<file path="src/rtl/seclock_ctrl_reg.sv">
module seclock_ctrl_reg #(
  parameter int ADDR_W = 8,
  parameter logic [31:0] KEY = 32'h757B_DF0D,
  parameter logic [ADDR_W-1:0] CTRL_OFS = 'h00,
  parameter logic [ADDR_W-1:0] LOCK_OFS = 'h04,
  parameter logic [ADDR_W-1:0] UNLOCK_OFS = 'h34
) (
  input  logic              clk,
  input  logic              rst_n,
  input  logic [ADDR_W-1:0] reg_addr,
  input  logic              reg_we,
  input  logic [31:0]       reg_wdata,
  output logic [31:0]       reg_rdata,
  output logic [31:0]       ctrl_o,
  output logic              win_open_o,
  output logic              mode_warn_o
);
  localparam int LOCK_W = 5;
  localparam logic [31:0] WR_MASK = 32'h0D00_1FFF;
  localparam logic [31:0] FIXED_ONES = 32'h0000_6000;
  localparam logic [31:0] CTRL_RST = 32'h0C00_0000;
  localparam logic [31:0] KEY_BITS = 32'h0800_0E00;
  localparam logic [31:0] LOCK_MAP [LOCK_W] = '{
    32'h0000_007F, 32'h0000_0080, 32'h0000_0100, 32'h0000_0E00, 32'h0000_1000
  };

  logic [31:0]       ctrl_q, ctrl_d, prot;
  logic [LOCK_W-1:0] lock_q;
  logic              win_q, warn_q;
  logic              aligned, wr_ok, ctrl_wr, lock_wr, unlock_wr, key_ok;

  assign aligned   = (reg_addr[1:0] == 2'b00);
  assign wr_ok     = reg_we && win_q && aligned;
  assign ctrl_wr   = wr_ok && (reg_addr == CTRL_OFS);
  assign lock_wr   = wr_ok && (reg_addr == LOCK_OFS);
  assign unlock_wr = wr_ok && (reg_addr == UNLOCK_OFS);
  assign key_ok    = (reg_wdata == KEY);

  always_comb begin
    prot = '0;
    for (int i = 0; i < LOCK_W; i++)
      if (lock_q[i]) prot = prot | LOCK_MAP[i];
  end

  assign ctrl_d = (reg_wdata & WR_MASK & ~prot) | (ctrl_q & prot);

  always_ff @(posedge clk or negedge rst_n) begin
    if (!rst_n) begin
      ctrl_q <= CTRL_RST;
      lock_q <= '0;
      win_q  <= 1'b1;
      warn_q <= 1'b0;
    end else begin
      warn_q <= ctrl_wr && (ctrl_d[11:9] != 3'b000) && (ctrl_d[11:9] != 3'b111);
      if (ctrl_wr) ctrl_q <= ctrl_d;
      if (lock_wr) lock_q <= lock_q | reg_wdata[LOCK_W-1:0];
      if (unlock_wr) begin
        ctrl_q <= key_ok ? (ctrl_q | KEY_BITS) : (ctrl_q & ~KEY_BITS);
        win_q  <= key_ok;
      end
    end
  end

  always_comb begin
    reg_rdata = '0;
    if (win_q && aligned) begin
      if (reg_addr == CTRL_OFS) reg_rdata = ctrl_q | FIXED_ONES;
      else if (reg_addr == LOCK_OFS) reg_rdata = {{(32-LOCK_W){1'b0}}, lock_q};
    end
  end

  assign ctrl_o      = ctrl_q | FIXED_ONES;
  assign win_open_o  = win_q;
  assign mode_warn_o = warn_q;
endmodule


</file>
<file path="config.mk">
export PLATFORM = sky130hd
export DESIGN_NAME = seclock_ctrl_reg
export DESIGN_NICKNAME = d
export VERILOG_FILES = /design/src/rtl/seclock_ctrl_reg.sv
export SDC_FILE = /design/constraint.sdc
export NUM_CORES = 1
export LEC_CHECK = 0
export BUFFER_PORTS_ARGS = -buffer_cell sky130_fd_sc_hd__buf_4
export CORE_ASPECT_RATIO = 1.2
export CORE_MARGIN = 2
export CORE_UTILIZATION = 42
export CTS_BUF_LIST = sky130_fd_sc_hd__clkbuf_2
export CTS_CLUSTER_SIZE = 25
export DETAILED_ROUTE_END_ITERATION = 6
export GPL_TIMING_DRIVEN = 1
export PLACE_DENSITY = 0.78
export SLEW_MARGIN = 15
export SYNTH_ARGS = -nofsm -noshare
export SYNTH_HDL_FRONTEND = slang
export SYNTH_SLANG_ARGS = --single-unit
</file>
<file path="constraint.sdc">
create_clock -name clk -period 2.4 [get_ports clk]
set_clock_uncertainty 0.1 [all_clocks]
set_input_delay 0.36 -clock clk [delete_from_list [all_inputs] [get_ports clk]]
set_output_delay 0.36 -clock clk [all_outputs]
set_load 0.02 [all_outputs]
</file>
==> Yosys cells after proc, flatten, opt, wreduce, memory -nomap -nowiden <==
Cells that the tools add are included.
{ "word_totals": {"ff_bits": 39, "inputBits": 43, "output_inout_bits": 66, "word_cells": 39} }
{ "classes": {"eq_ne": 4, "muxes": 11, "n_bitwise": 6, "reduce_logical": 13} }
{ "op_table": {"columns": ["op", "n"], "rows": [
  ["$mux 32", 4],
  ["$and 28x32->32", 1],
  ["$and 32x13->32", 1],
  ["$eq 32x31->1 const B", 1],
  ["$not 13->32", 1],
  ["$or 32x32->32", 1],
  ["$mux 28", 1],
  ["$mux 13", 1],
  ["$mux 12", 1],
  ["$mux 9", 1],
  ["$eq 8x3->1 const B", 1],
  ["$eq 8x6->1 const B", 1],
  ["$logic_and 1x1->1", 8],
  ["$logic_not 8->1", 1],
  ["$mux 8", 1],
  ["$mux 7", 1],
  ["$mux 5", 1],
  ["$or 5x5->5", 1],
  ["$ne 3x3->1 const B", 1],
  ["$reduce_bool 3->1", 1],
  ["$logic_not 2->1", 1],
  ["$reduce_and 2->1", 1],
  ["$reduce_bool 2->1", 1],
  ["$not 1->1", 1]
]} }

==> Depth between registers and ports, before layout <==
{ "logic_depth": {"depth_word": 11, "depth_mapped": 5, "ltp_nobuf": 4} }

==> Least setup slack after synthesis <==
Ideal clock, no wire load.
{ "synth_timing": {"kind": "register -> output", "from": "register win_q, in the netlist win_open_o", "to": "output reg_rdata[10]", "arrival_ns": 1.792, "required_time_ns": 1.940, "slack_ns": 0.148, "stages_incl_launch_ff": 6, "path_buffers": 1, "cell_sequence": "dfstp_2 > nor4b_4 > nand2_1 > nor2_1 > buf_2 > and2_1"} }
{ "synth_via": {"elab_chain_cells": 2} }
{ "synth_rtl": {"columns": ["item", "line_no", "source"], "rows": [
  ["start, declared", "29", "logic win_q, warn_q;"],
  ["start signal, assigned", "59", "win_q <= key_ok;"],
  ["$logic_and 1x1->1", "66", "if (win_q && aligned) begin"],
  ["$mux 32", "66", null],
  ["end, declared", "13", "output logic [31:0] reg_rdata,"]
]} }
Every way passes these cells.

==> Worst setup path after layout <==
{ "layout_timing": {"from": "register win_q, in the netlist win_open_o", "to": "output reg_rdata[24]"} }
Same word-level chain as after synthesis.

==> results_dict.tcl <==
set metrics [dict create \
    die_height_um 69.9 \
    worstHoldStart "reg_wdata[4]" \
    cts_tree "yes" \
    finalPower_mw 0.690 \
    rsz0062_at_grt "yes" \
    hold_violations 0 \
    ir_drop_mv 0.318 \
    dp_hpwl_um 2880 \
    start_util_pct 44.8 \
    gp_congestion 0.780 \
    setup_tns_ns 0 \
    grt_max_degree 24 \
    worstSetupPathType "flop to output pin" \
    cts.clk_slew.worst_paths_ns 0.25 \
    drtIter0Drc 63 \
    placementRows 23 \
    vias 1311 \
    synth.avg_cell_area_um2 10.1 \
    chipWidth_um 58.9 \
    start_kind "flop" \
    most-common-layout-cells "76 x buf_4, 30 x conb_1, 20 x dfrtp_1" \
    drv_cap 0 \
    fillers 298 \
    port_buffers 78 \
    r2r_start "win_open_o$_DFFE_PN1P_" \
    period_share_pct 97.3 \
    reg2reg_depth 5 \
    ant_nets 0 \
    drc 9 \
    final_common_cell "buf_4" \
    end_kind "output pin" \
    grt_usage_pct 17.4 \
    hold_end "lock_q[4]$_DFFE_PN0P_" \
    synth_top_family_by_area "simple AND/OR/NAND/NOR gates" \
    grt_pass1_vias 1252 \
    status "finished with violations" \
    violations "design-rule violations" \
    ys_ff_latch 23 \
    ff_latch_area_um2 579 \
    pin_count 109 \
    placed_cell_area_um2 2040 \
    fmax_mhz 428 \
    h-tree-depth 1 \
    fin_nets 276 \
    hp-class "primary input to flop" \
    cts_inserted_buffers 3 \
    required_ns 1.94 \
    synth_compound_area_share_pct 5.59 \
    drtPass1Iterations 6 \
    slew_violations 0 \
    worst_skew_pair.late_latency_ns 0.35 \
    drive_above_1_share_pct 47.4 \
    overflow 0 \
    routed_wl_um 3760 \
    yosys.area_share.adder_pct 0 \
    syn_area_um2 1520 \
    synth_cells 150 \
    min_path_cells 2 \
    synthMuxAreaShare_pct 12.2 \
    multi_input_area_um2 823 \
    fin_area_um2 2120 \
    yosys_warnings 0 \
    cp_max_fo 6 \
    antenna_found_initial 0 \
    via_per_inst 4.87 \
    area_growth_pct 39.1 \
    yosysUniqueCellTypes 32 \
    cts_root_buf "clkbuf_2" \
    cts_setup_buffers 0 \
    regToRegSetupSlack_ns 0.35 \
    period_minus_slack_ns 2.33 \
    die-area_um2 4120 \
    clk_path_buf_depth 2 \
    leakagePower_nw 1.18 \
    synthXorXnorAreaFrac_pct 0 \
    yosys.area_share.simple_pct 27.8 \
    grt_first_pass_wirelength_um 5690 \
    power_density_nw_per_um2 326 \
    wire_per_inst_um 14.0 \
    cts.sinks 23 \
    seq_area_frac_synth_pct 38.1 \
    core-area_um2 3400 \
    r2r-end "ctrl_q[2]$_DFFE_PN0P_" \
    cp.arrival_ns 1.87 \
    setup_viol 0 \
    diodes 0 \
]
kinds of logic after synthesis:
logic type,Yosys count
simple gates,63
compound gates,12
other cells,2
mux,17
flops,23
buf+inv,33
metal layers:
layer | vias to the layer above | share of wire (%) | GRT usage (%)
li1 | 634 | - | -
met1 | 604 | 39 | 21.9
met2 | 69 | 52 | 30.5
met3 | 4 | 8.4 | 2.78
met4 | 0 | 0.80 | 4.04
met5 | - | 0 | 0
worst max-delay path: stages (launching register included):
cell,delay [ns]
dfstp_2,0.60
nor4b_4,0.23
nand2_2,0.11
nor2_4,0.16
buf_6,0.14
and2_1,0.16
buf_6,0.13
stage by stage:
stage	std cells	hold WS [ns]	setup WS, ns	util (%)
5_1_grt	269	0.0924	-0.0294	62.3
6_report	269	0.101	0.0654	62.3
2_1_floorplan	178	-0.0356	0.148	-
3_3_place_gp	263	0.171	0.376	60.1
3_5_place_dp	263	0.170	0.360	60.1
4_1_cts	268	0.101	0.0642	60.9
cell type report:
type,instances,area share (%)
Clock buffer,3,0.709
Timing Repair Buffer,83,30.6
Sequential cell,23,27.4
Tap cell,37,2.19
Clock inverter,1,0.236
Multi-Input combinational cell,122,38.9
worst max path at each step:
stage	from	endpoint	slack [ns]	cells past startpoint
floorplan	win_open_o$_DFFE_PN1P_	reg_rdata[10]	0.15	5
global placement	reg_addr[7]	ctrl_q[5]$_DFFE_PN0P_	0.38	6
detailed placement	reg_addr[1]	reg_rdata[26]	0.36	7
CTS	win_open_o$_DFFE_PN1P_	reg_rdata[5]	0.06	6
global route	win_open_o$_DFFE_PN1P_	reg_rdata[24]	-0.03	6
finish	win_open_o$_DFFE_PN1P_	reg_rdata[24]	0.07	6
sequential cells by signal, summed over array words and instances (netlist names):
register     cells
ctrl_q          16
win_open_o       1
lock_q           5
mode_warn_o      1
where the power goes:
part	leakage (nW)	internal [mW]	switching, mW
logic	0.856	0.0568	0.0808
registers	0.311	0.389	0
clock network	0.0164	0.0378	0.126
total	1.18	0.483	0.207
synth_stat cells (all sizes together):
cell type   n  area share, %
a21o        5            2.5
a21oi       2           0.66
a2bb2oi     2            1.2
a31oi       2           0.82
and2       11            4.5
and3        2           0.82
buf        32             16
clkbuf      1           0.25
conb        2           0.49
dfrtp      20             33
dfstp       3            5.2
mux2       12            8.9
mux2i       5            3.3
nand2       8            2.0
nand3       5            1.6
nand4b      7            5.0
nor2       14            3.9
nor3        4            1.3
nor3b       3            1.8
nor4        3            2.2
nor4b       1            1.6
o211ai      1           0.49
or3         1           0.41
or3b        2            1.2
or4b        1           0.66
or4bb       1           0.74
repair_timing:
action	in CTS	in global routing
hold buffers	1	0
gates resized for setup	0	14
setup endpoints to repair	0	10
hold endpoints to repair	20	0
Power figures use the tool's default switching activity.
